File: src/rtl/spi_irq_pkg.sv
package spi_irq_pkg;

    localparam int unsigned REG_DW  = 32;
    localparam int unsigned ADDR_W  = 2;
    localparam int unsigned N_SRC   = 11;

    // register addresses
    localparam logic [ADDR_W-1:0] ADDR_MASK  = 2'd0;
    localparam logic [ADDR_W-1:0] ADDR_RXWM  = 2'd1;
    localparam logic [ADDR_W-1:0] ADDR_TXWM  = 2'd2;

    // group boundaries inside the mask register
    localparam int unsigned RX_LO  = 0;
    localparam int unsigned RX_N   = 4;
    localparam int unsigned TX_LO  = 4;
    localparam int unsigned TX_N   = 4;
    localparam int unsigned GEN_LO = 8;
    localparam int unsigned GEN_N  = 3;

    typedef enum logic {
        CMP_AT_LEAST = 1'b0,
        CMP_AT_MOST  = 1'b1
    } cmp_kind_e;

endpackage

File: src/rtl/irq_regfile.sv
module irq_regfile
    import spi_irq_pkg::*;
#(
    parameter int unsigned CNT_W = 5
) (
    input  logic              clk_i,
    input  logic              rst_ni,
    input  logic              we_i,
    input  logic [ADDR_W-1:0] addr_i,
    input  logic [REG_DW-1:0] wdata_i,
    output logic [REG_DW-1:0] rdata_o,
    output logic [N_SRC-1:0]  mask_o,
    output logic [CNT_W-1:0]  rx_wm_o,
    output logic [CNT_W-1:0]  tx_wm_o
);

    typedef struct packed {
        logic [N_SRC-1:0] mask;
        logic [CNT_W-1:0] rx_wm;
        logic [CNT_W-1:0] tx_wm;
    } regs_t;

    regs_t regs_d, regs_q;

    logic unused_wdata;
    assign unused_wdata = ^wdata_i[REG_DW-1:N_SRC];

    always_comb begin
        regs_d = regs_q;
        if (we_i) begin
            unique case (addr_i)
                ADDR_MASK: regs_d.mask  = wdata_i[N_SRC-1:0];
                ADDR_RXWM: regs_d.rx_wm = wdata_i[CNT_W-1:0];
                ADDR_TXWM: regs_d.tx_wm = wdata_i[CNT_W-1:0];
                default:   regs_d       = regs_q;
            endcase
        end
    end

    always_ff @(posedge clk_i or negedge rst_ni) begin
        if (!rst_ni) regs_q <= '0;
        else         regs_q <= regs_d;
    end

    always_comb begin
        rdata_o = '0;
        unique case (addr_i)
            ADDR_MASK: rdata_o[N_SRC-1:0] = regs_q.mask;
            ADDR_RXWM: rdata_o[CNT_W-1:0] = regs_q.rx_wm;
            ADDR_TXWM: rdata_o[CNT_W-1:0] = regs_q.tx_wm;
            default:   rdata_o            = '0;
        endcase
    end

    assign mask_o  = regs_q.mask;
    assign rx_wm_o = regs_q.rx_wm;
    assign tx_wm_o = regs_q.tx_wm;

    AST_MASK_HOLDS: assert property (@(posedge clk_i) disable iff (!rst_ni)
        !$past(we_i) |-> $stable(mask_o));
    AST_SPARE_ADDR_INERT: assert property (@(posedge clk_i) disable iff (!rst_ni)
        ($past(addr_i) == 2'd3) |-> ($stable(mask_o) && $stable(rx_wm_o) && $stable(tx_wm_o)));

endmodule

File: src/rtl/irq_wm_cmp.sv
module irq_wm_cmp
    import spi_irq_pkg::*;
#(
    parameter int unsigned CNT_W = 5,
    parameter cmp_kind_e   KIND  = CMP_AT_LEAST
) (
    input  logic [CNT_W-1:0] count_i,
    input  logic [CNT_W-1:0] level_i,
    output logic             hit_o
);

    generate
        if (KIND == CMP_AT_LEAST) begin : g_ge
            assign hit_o = (count_i >= level_i);
        end else begin : g_le
            assign hit_o = (count_i <= level_i);
        end
    endgenerate

endmodule

File: src/rtl/irq_line.sv
module irq_line #(
    parameter int unsigned N = 4
) (
    input  logic         clk_i,
    input  logic         rst_ni,
    input  logic [N-1:0] src_i,
    input  logic [N-1:0] en_i,
    output logic         irq_o
);

    typedef struct packed {
        logic irq;
    } line_t;

    line_t line_d, line_q;

    always_comb begin
        line_d     = line_q;
        line_d.irq = 1'b0;
        for (int i = 0; i < N; i++) begin
            if (src_i[i] && en_i[i]) line_d.irq = 1'b1;
        end
    end

    always_ff @(posedge clk_i or negedge rst_ni) begin
        if (!rst_ni) line_q <= '0;
        else         line_q <= line_d;
    end

    assign irq_o = line_q.irq;

    AST_LINE_NEEDS_ENABLE: assert property (@(posedge clk_i) disable iff (!rst_ni)
        irq_o |-> ($past(en_i) != '0));
    AST_LINE_FOLLOWS_SRC: assert property (@(posedge clk_i) disable iff (!rst_ni)
        (($past(src_i) & $past(en_i)) != '0) |-> irq_o);

endmodule

File: src/rtl/spi_irq_agg.sv
module spi_irq_agg
    import spi_irq_pkg::*;
#(
    parameter int unsigned FIFO_DEPTH = 16,
    localparam int unsigned CNT_W     = $clog2(FIFO_DEPTH + 1)
) (
    input  logic              clk_i,
    input  logic              rst_ni,
    input  logic              reg_we_i,
    input  logic [ADDR_W-1:0] reg_addr_i,
    input  logic [REG_DW-1:0] reg_wdata_i,
    output logic [REG_DW-1:0] reg_rdata_o,
    input  logic [CNT_W-1:0]  rx_count_i,
    input  logic [CNT_W-1:0]  tx_count_i,
    input  logic              rx_ovf_i,
    input  logic              rx_full_i,
    input  logic              rx_empty_i,
    input  logic              tx_unr_i,
    input  logic              tx_full_i,
    input  logic              tx_empty_i,
    input  logic              frm_err_i,
    input  logic              busy_i,
    input  logic              sr_empty_i,
    output logic              rx_irq_o,
    output logic              tx_irq_o,
    output logic              gen_irq_o
);

    logic [N_SRC-1:0] mask_q;
    logic [CNT_W-1:0] rx_wm_q;
    logic [CNT_W-1:0] tx_wm_q;
    logic             rx_wm_hit;
    logic             tx_wm_hit;
    logic [N_SRC-1:0] src;

    irq_regfile #(.CNT_W(CNT_W)) u_regs (
        .clk_i   (clk_i),
        .rst_ni  (rst_ni),
        .we_i    (reg_we_i),
        .addr_i  (reg_addr_i),
        .wdata_i (reg_wdata_i),
        .rdata_o (reg_rdata_o),
        .mask_o  (mask_q),
        .rx_wm_o (rx_wm_q),
        .tx_wm_o (tx_wm_q)
    );

    irq_wm_cmp #(.CNT_W(CNT_W), .KIND(CMP_AT_LEAST)) u_rx_cmp (
        .count_i (rx_count_i),
        .level_i (rx_wm_q),
        .hit_o   (rx_wm_hit)
    );

    irq_wm_cmp #(.CNT_W(CNT_W), .KIND(CMP_AT_MOST)) u_tx_cmp (
        .count_i (tx_count_i),
        .level_i (tx_wm_q),
        .hit_o   (tx_wm_hit)
    );

    // source order matches mask bit order
    assign src = {sr_empty_i, busy_i, frm_err_i,
                  tx_empty_i, tx_full_i, tx_unr_i, tx_wm_hit,
                  rx_empty_i, rx_full_i, rx_ovf_i, rx_wm_hit};

    irq_line #(.N(RX_N)) u_rx_line (
        .clk_i  (clk_i),
        .rst_ni (rst_ni),
        .src_i  (src[RX_LO +: RX_N]),
        .en_i   (mask_q[RX_LO +: RX_N]),
        .irq_o  (rx_irq_o)
    );

    irq_line #(.N(TX_N)) u_tx_line (
        .clk_i  (clk_i),
        .rst_ni (rst_ni),
        .src_i  (src[TX_LO +: TX_N]),
        .en_i   (mask_q[TX_LO +: TX_N]),
        .irq_o  (tx_irq_o)
    );

    irq_line #(.N(GEN_N)) u_gen_line (
        .clk_i  (clk_i),
        .rst_ni (rst_ni),
        .src_i  (src[GEN_LO +: GEN_N]),
        .en_i   (mask_q[GEN_LO +: GEN_N]),
        .irq_o  (gen_irq_o)
    );

    AST_QUIET_AFTER_RESET: assert property (@(posedge clk_i) disable iff (!rst_ni)
        (mask_q == '0 && $past(mask_q) == '0) |-> !(rx_irq_o || tx_irq_o || gen_irq_o));
    AST_RX_WATERMARK: assert property (@(posedge clk_i) disable iff (!rst_ni)
        ($past(mask_q[0]) && ($past(rx_count_i) >= $past(rx_wm_q))) |-> rx_irq_o);
    AST_TX_WATERMARK: assert property (@(posedge clk_i) disable iff (!rst_ni)
        ($past(mask_q[4]) && ($past(tx_count_i) <= $past(tx_wm_q))) |-> tx_irq_o);
    AST_RX_OVF_ROUTE: assert property (@(posedge clk_i) disable iff (!rst_ni)
        ($past(mask_q[1]) && $past(rx_ovf_i)) |-> rx_irq_o);
    AST_TX_UNR_ROUTE: assert property (@(posedge clk_i) disable iff (!rst_ni)
        ($past(mask_q[5]) && $past(tx_unr_i)) |-> tx_irq_o);
    AST_GEN_ROUTE: assert property (@(posedge clk_i) disable iff (!rst_ni)
        gen_irq_o |-> (($past(mask_q[8]) && $past(frm_err_i)) ||
                       ($past(mask_q[9]) && $past(busy_i)) ||
                       ($past(mask_q[10]) && $past(sr_empty_i))));

endmodule

File: config.mk
export PLATFORM = sky130hd
export DESIGN_NAME = spi_irq_agg
export DESIGN_NICKNAME = d
export VERILOG_FILES = /design/src/rtl/spi_irq_pkg.sv /design/src/rtl/irq_regfile.sv /design/src/rtl/irq_wm_cmp.sv /design/src/rtl/irq_line.sv /design/src/rtl/spi_irq_agg.sv
export SDC_FILE = /design/constraint.sdc
export NUM_CORES = 1
export LEC_CHECK = 0
export ABC_AREA = 1
export BUFFER_PORTS_ARGS = -buffer_cell sky130_fd_sc_hd__buf_4
export CAP_MARGIN = 5
export CORE_MARGIN = 3
export CORE_UTILIZATION = 28
export CTS_CLUSTER_SIZE = 28
export DETAILED_ROUTE_END_ITERATION = 6
export HOLD_SLACK_MARGIN = 0.12
export SYNTH_ARGS = -nofsm -noshare
export SYNTH_HDL_FRONTEND = slang
export SYNTH_HIERARCHICAL = 1
export SYNTH_SLANG_ARGS = --single-unit
File: constraint.sdc
create_clock -name clk_i -period 1.8 [get_ports clk_i]
set_clock_uncertainty 0.05 [all_clocks]
set_input_delay 0.09 -clock clk_i [delete_from_list [all_inputs] [get_ports clk_i]]
set_output_delay 0.09 -clock clk_i [all_outputs]
set_load 0.05 [all_outputs]
==> implementation parameters, run 1 <==
Parameter                              Value

Status
  Status    finished, final reports clean

GRT
  Remaining global-route overflow    0
  Total global-route track usage    0.114
  Maximum number of pins on one net before global-route repair    25
  Global-route wire length before repair    6.04 mm
  Via count of the first global-routing pass    1,410
  Initial antenna violation count    0

Place
  Number of placed instances with taps included    337
  Detailed-placement wirelength estimate    2.85 mm
  Final GP Congestion    0.766
  Buffers added on ports    48

Pwr
  Pleak    1.24 nW
  Clk network pwr share    0.176
  Switch share    0.396
  Combinational cell fraction of total power    0.416
  Power Density    772 nW/um^2
  Worst vdd rail ir drop    0.267 mV
  Net Switching    676 uW
  Sequential cell fraction of total power    0.408
  Total internal power    1.03 mW

Die
  Horizontal die dimension    82.1 um
  Top-level I/O count    91
  Initial cell density of the core    0.291
  Core Box Area    5570 um^2
  Standard-cell row count    27
  Die Area    6750 um^2
  Height of the chip    82.1 um

STA
  Final period demand of the worst path    1680 ps
  Maximum operating frequency    595 MHz
  Final setup fails    0
  Setup TNS after final layout    0 ps
  Final count of hold timing violations    0
  Count of final max-slew check failures    0
  RSZ-0062 raised after global routing    false
  Final Cycle Share    0.934

Flow run
  Maxcap violations    0

Worst setup path
  Worst r2r src    u_regs/tx_wm_o[4]
  Setup crit end kind    primary output
  Worst setup path category    in -> out
  Minimum setup slack among reg-to-reg paths    350 ps
  Source of the critical timing path    reg_addr_i[1]
  Signal arrival time at the worst endpoint    1540 ps
  Slowest library cell on the worst path    dlygate4sd3_1
  CP Cell Sequence    dlygate4sd3_1, buf_4, nor2_4, buf_6, nand2_1, nand3_1, buf_4
  Crit path top cell by count    buf_4
  CP required    1660 ps
  CP startpoint kind    input port
  Largest fanout on the critical path    13
  Maximum cell stage delay along the critical path    540 ps

Worst hold path
  Worst min-delay path class    in -> reg
  Hold path startpoint    reg_addr_i[0]

Synth
  Largest area contributor in the synthesized netlist    dfrtp_1
  Synthesized instance count    225
  Register area share after synthesis    0.370
  Area share of the largest cell type after synthesis    0.370
  Number of distinct library cells after synthesis    15
  Syn avg cell area    7.21 um^2
  Combined area of all synthesized cells    1620 um^2
  Yosys Warn Count    6
  Flip-flop and latch count after synthesis    24
  Ranking of synthesized cells by area    dfrtp_1 37%, nand2_1 18%, buf_4 9.7%, nand3_1 9.6%, ha_1 7.7%

Clock network
  Clock Root Buffer    clkbuf_8
  CTS H-tree lvls    1
  Maximum buffer depth of the clock tree    2
  Number of clock sinks    24
  CTS tree    done
  Post-CTS clock slew at the launch and capture registers of the worst setup and hold paths    70 ps
  TritonCTS Buffers    3
  Clock latency reported for the late side of the worst-skew pair    260 ps

Detailed routing
  Number of antenna-violating nets in the routed design    0
  Initial DRC Count    73
  Per-cell via count in the routed design    4.19
  Post-detailed-routing wire length    3.73 mm
  Total via count after detailed routing    1,515
  Wirelength per Cell    10.3 um
  Number of optimization iterations in the first detailed-route pass    4
  DR DRC count    0

Finish
  Antenna fix cells    0
  Layout cell share with drive strength beyond 1    0.193
  Layout area overhead    36.1%
  Number of filler instances in the final layout    606
  Final net count    358
  Number of cells in the finished layout apart from fillers    362
==> stage by stage <==
step	instance area, um^2	util	setup slack [ps]	power (mW)	hold WS, ps
after global placement	1950	0.349	369	1.36	-41.7
after floorplan	1700	-	487	1.21	-256
final	2210	0.396	118	1.70	131
after detailed placement	1950	0.349	353	1.37	-43.7
after CTS	2200	0.394	52.1	1.73	123
after global routing	2210	0.396	36.4	1.84	133
==> power groups by stage <==
| stage | Combinational (mW) | Sequential, mW | Clock (mW) |
|---|---|---|---|
| 5_1_grt | 0.792 | 0.709 | 0.343 |
| 3_3_place_gp | 0.655 | 0.707 | 0 |
| 4_1_cts | 0.714 | 0.696 | 0.315 |
| 2_1_floorplan | 0.458 | 0.747 | 0 |
| 6_report | 0.710 | 0.696 | 0.299 |
| 3_5_place_dp | 0.664 | 0.707 | 0 |
==> kinds of logic after synthesis <==
kind of cell	count (synthesis)	share of synthesized area
buffers and inverters	58	0.197
adder cells (fa/ha/maj)	10	0.0771
AO/OA/AOI/OAI	2	0.00617
AND/OR/NAND/NOR	130	0.348
flip-flops	24	0.370
other	1	0.00231
==> timing repair <==
| item | CTS | global route |
|---|---|---|
| endpoints found under the hold margin | 48 | 0 |
| hold buffers | 21 | 0 |
| gates resized for setup | 0 | 1 |
| endpoints found under the setup margin | 0 | 4 |
| setup buffers | 0 | 1 |
==> cells in the mapped netlist <==
cell     instances
ha_1            10
nand2_1         79
conb_1           1
nor2_1           7
buf_4           21
a21oi_1          2
nand3_1         31
nor2_2           1
buf_6            2
inv_1           29
nor2_4           1
dfrtp_1         24
nand2_2          1
buf_2            6
nand4_1         10
==> sequential cells by signal, summed over array words and instances (netlist names) <==
| name | flops |
|---|---|
| u_gen_line/irq_o | 1 |
| u_tx_line/irq_o | 1 |
| u_regs/rx_wm_o | 5 |
| u_regs/mask_o | 11 |
| u_rx_line/irq_o | 1 |
| u_regs/tx_wm_o | 5 |
==> final cells by class <==
| class | instances | area (um^2) | area share |
|---|---|---|---|
| clock buffers | 3 | 41.3 | 0.0187 |
| inverters | 29 | 109 | 0.0493 |
| multi-input cells | 163 | 778 | 0.352 |
| flip-flops and latches | 24 | 601 | 0.272 |
| well taps | 72 | 90.1 | 0.0408 |
| repair buffers | 71 | 589 | 0.267 |
==> cells in the final DEF (no fill, tap or decap) <==
cell and count:
nor2_2 1, nand2_1 79, clkbuf_8 3, nand3_1 31
dlygate4sd3_1 21, inv_1 29, nor2_1 7, a21oi_1 2
buf_6 1, conb_1 21, nor2_4 1, nand4_1 10
dfrtp_1 24, buf_4 49, nand2_2 1, ha_1 10
==> critical path, delay by kind of cell <==
family	cells	cell delay, ps
and+or+nand+nor	3	340
buffers and inverters	4	1100
==> final timing paths <==
check	end	cells past startpoint
max	reg_rdata_o[3]	7
min	u_regs/rx_wm_o[4]	3
max reg2reg	u_tx_line/irq_o	11
min reg2reg	u_regs/mask_o[5]	2
max in group asynchronous	u_regs/mask_o[0]	2
min in group asynchronous	u_regs/mask_o[7]	2
==> per-layer routing <==
layer	GRT usage	routed length (um)	up-vias	share of wire
met5	0	0	-	0
met4	0.0316	48	0	0.013
li1	-	-	794	-
met3	0.0217	203	4	0.054
met2	0.200	1880	39	0.50
met1	0.141	1600	678	0.43
(Power assumes the default switching activity.)
==> run 2: changes to the inputs <==
==> constraint.sdc (replaced) <==
create_clock -name clk_i -period 1.8 [get_ports clk_i]
set_clock_uncertainty 0.05 [all_clocks]
set_input_delay 0.27 -clock clk_i [delete_from_list [all_inputs] [get_ports clk_i]]
set_output_delay 0.27 -clock clk_i [all_outputs]
set_load 0.05 [all_outputs]
==> run 2 against run 1 <==
Final area fell by 9.6%. Register-to-register slack barely moved. Combinational power fell by 6.9%. Critical path depth fell by 2. Count of clock-buffer cells in the layout did not move. Setup slack improved by 180 ps. Clock power rose by 2%. Cell count fell by 5.8%. Sequential share of layout area rose by 2.9 points. First-iteration DRC count fell by 37%. Hold slack improved by 47 ps. Critical endpoint is now reg_rdata_o[5]. Largest cell class unchanged.
==> implementation parameters, run 2 (same netlist as run 1, synthesis figures left out) <==
Parameter                              Value

Worst setup path
  Crit path top cell by count    buf_4 (unchanged)
  Largest fanout on the critical path    13 (unchanged)
  Minimum setup slack among reg-to-reg paths    350 ps (about the same)
  CP required    1480 ps (was 1660 ps)
  Largest delay contributor family on the critical path    buffers and inverters (unchanged)
  Setup crit end kind    primary output (unchanged)
  Worst path bufs/invs    3 (was 4)
  Worst r2r src    u_regs/tx_wm_o[4] (unchanged)
  CP Cell Sequence    buf_4, nor2_4, inv_1, nor2_1, buf_4 (was dlygate4sd3_1, buf_4, nor2_4, buf_6, nand2_1, nand3_1, buf_4)
  Source of the critical timing path    reg_addr_i[0] (was reg_addr_i[1])
  Signal arrival time at the worst endpoint    1180 ps (was 1540 ps)
  Slowest library cell on the worst path    nor2_4 (was dlygate4sd3_1)
  CP startpoint kind    input port (unchanged)
  Maximum cell stage delay along the critical path    260 ps (was 540 ps)
  Worst setup path category    in -> out (unchanged)

Pwr
  Power Density    832 nW/um^2 (was 772 nW/um^2)
  Worst vdd rail ir drop    0.254 mV (was 0.267 mV)
  Switch share    0.405 (was 0.396)
  Clk network pwr share    0.183 (was 0.176)
  Sequential cell fraction of total power    0.419 (was 0.408)
  Net Switching    674 uW (was 676 uW)
  Total internal power    988 uW (was 1.03 mW)
  Combinational cell fraction of total power    0.398 (was 0.416)
  Pleak    1.15 nW (was 1.24 nW)

Detailed routing
  DR DRC count    0 (unchanged)
  Per-cell via count in the routed design    4.13 (was 4.19)
  Number of optimization iterations in the first detailed-route pass    4 (unchanged)
  Post-detailed-routing wire length    3.63 mm (was 3.73 mm)
  Wirelength per Cell    10.7 um (was 10.3 um)
  Total via count after detailed routing    1,408 (was 1,515)
  Number of antenna-violating nets in the routed design    0 (unchanged)
  Initial DRC Count    46 (was 73)

GRT
  Total global-route track usage    0.109 (was 0.114)
  Remaining global-route overflow    0 (unchanged)
  Via count of the first global-routing pass    1,274 (was 1,410)
  Maximum number of pins on one net before global-route repair    25 (unchanged)
  Initial antenna violation count    0 (unchanged)
  Global-route wire length before repair    5.64 mm (was 6.04 mm)

Die
  Standard-cell row count    27 (unchanged)
  Core Box Area    5570 um^2 (unchanged)
  Top-level I/O count    91 (unchanged)
  Horizontal die dimension    82.1 um (unchanged)
  Initial cell density of the core    0.291 (unchanged)
  Height of the chip    82.1 um (unchanged)
  Die Area    6750 um^2 (unchanged)

STA
  Setup TNS after final layout    0 ps (unchanged)
  Final setup fails    0 (unchanged)
  Maximum operating frequency    666 MHz (was 595 MHz)
  Final period demand of the worst path    1500 ps (was 1680 ps)
  Final count of hold timing violations    0 (unchanged)
  Final Cycle Share    0.834 (was 0.934)
  Setup slack after layout    298 ps (was 118 ps)
  Count of final max-slew check failures    0 (unchanged)
  RSZ-0062 raised after global routing    false (unchanged)

Finish
  Number of cells in the finished layout apart from fillers    341 (was 362)
  Number of filler instances in the final layout    634 (was 606)
  Most frequent cells in the layout    79 x nand2_1, 49 x buf_4, 31 x nand3_1 (unchanged)
  Layout cell share with drive strength beyond 1    0.204 (was 0.193)
  Final net count    337 (was 358)
  Antenna fix cells    0 (unchanged)
  Leading cell type in the layout, fill and taps excluded    nand2_1 (unchanged)
  Layout area overhead    23.1% (was 36.1%)
  Number of flip-flops in the largest register    11 (unchanged)

Clock network
  CTS tree    done (unchanged)
  Number of clock sinks    24 (unchanged)
  Post-CTS clock slew at the launch and capture registers of the worst setup and hold paths    80 ps (was 70 ps)
  Maximum buffer depth of the clock tree    2 (unchanged)
  Clock latency reported for the late side of the worst-skew pair    260 ps (about the same)
  TritonCTS Buffers    3 (unchanged)
  CTS H-tree lvls    1 (unchanged)
  Post-cts gate resize count    0 (unchanged)
  Clock Root Buffer    clkbuf_8 (unchanged)

Place
  Detailed-placement wirelength estimate    2.89 mm (was 2.85 mm)
  Pre-CTS setup slack    294 ps (was 353 ps)
  Final GP Congestion    0.791 (was 0.766)
  Buffers added on ports    48 (unchanged)
  Number of placed instances with taps included    337 (unchanged)

Worst hold path
  Hold path startpoint    sr_empty_i (was reg_addr_i[0])
  Worst min-delay path class    in -> reg (unchanged)

Status
  Status    finished, final reports clean (unchanged)

Flow run
  Maxcap violations    0 (unchanged)
==> run 2: cell types whose count changed in the layout (fill, tap and decap cells not counted), sizes merged <==
cell | before | now
dlygate4sd3 | 21 | 1
buf | 50 | 49
==> run 2: path summary, 6_finish.rpt <==
path / depth (start not counted) / to
worst max-delay path: 5 / reg_rdata_o[5]
worst min-delay path: 3 / u_gen_line/irq_o
worst max register to register: 11 / u_tx_line/irq_o
worst min register to register: 2 / u_regs/mask_o[2]
max in group asynchronous: 2 / u_regs/rx_wm_o[2]
min in group asynchronous: 2 / u_regs/mask_o[6]
==> run 2: timing repair <==
item | CTS | global route
endpoints found under the hold margin | 24 | 0
setup endpoints to repair | 0 | 0
setup buffers | 0 | 0
hold buffers | 1 | 0
==> run 2: routing by layer <==
| metal | GRT usage | share of wire | vias up |
|---|---|---|---|
| met1 | 0.143 | 0.46 | 620 |
| met4 | 0.0299 | 0.0069 | 0 |
| met3 | 0.0206 | 0.043 | 4 |
| li1 | - | - | 750 |
| met5 | 0 | 0 | - |
| met2 | 0.182 | 0.49 | 34 |
==> run 2: cell type report <==
cell class | instances | area (um^2) | area share
repair buffers | 50 | 378 | 0.189
flip-flops and latches | 24 | 601 | 0.301
well taps | 72 | 90.1 | 0.0451
clock buffers | 3 | 41.3 | 0.0207
inverters | 29 | 109 | 0.0545
multi-input cells | 163 | 778 | 0.390
==> run 2: power by group through the flow <==
stage / registers, mW / logic [mW] / clock network, mW
finish: 0.696 / 0.661 / 0.305
global route: 0.709 / 0.738 / 0.352
CTS: 0.697 / 0.668 / 0.317
detailed placement: 0.707 / 0.665 / 0
global placement: 0.707 / 0.655 / 0
floorplan: 0.747 / 0.458 / 0
==> run 2: per-stage QoR <==
stage | instance area (um^2) | hold WS [ps] | util | power [mW]
global route | 2000 | 177 | 0.358 | 1.80
CTS | 2000 | 171 | 0.358 | 1.68
global placement | 1950 | 138 | 0.349 | 1.36
finish | 2000 | 178 | 0.358 | 1.66
detailed placement | 1950 | 138 | 0.349 | 1.37
floorplan | 1700 | -75.6 | - | 1.21
==> run 2: worst register-to-register path, cell delays in order, from the launching register on <==
cell	delay, ps
dfrtp_1	390
inv_1	60
ha_1	290
nand2_1	80
nor2_2	130
nand2_1	60
nand3_1	60
nand2_1	50
nand2_1	70
nand2_1	50
inv_1	40
nand2_1	40
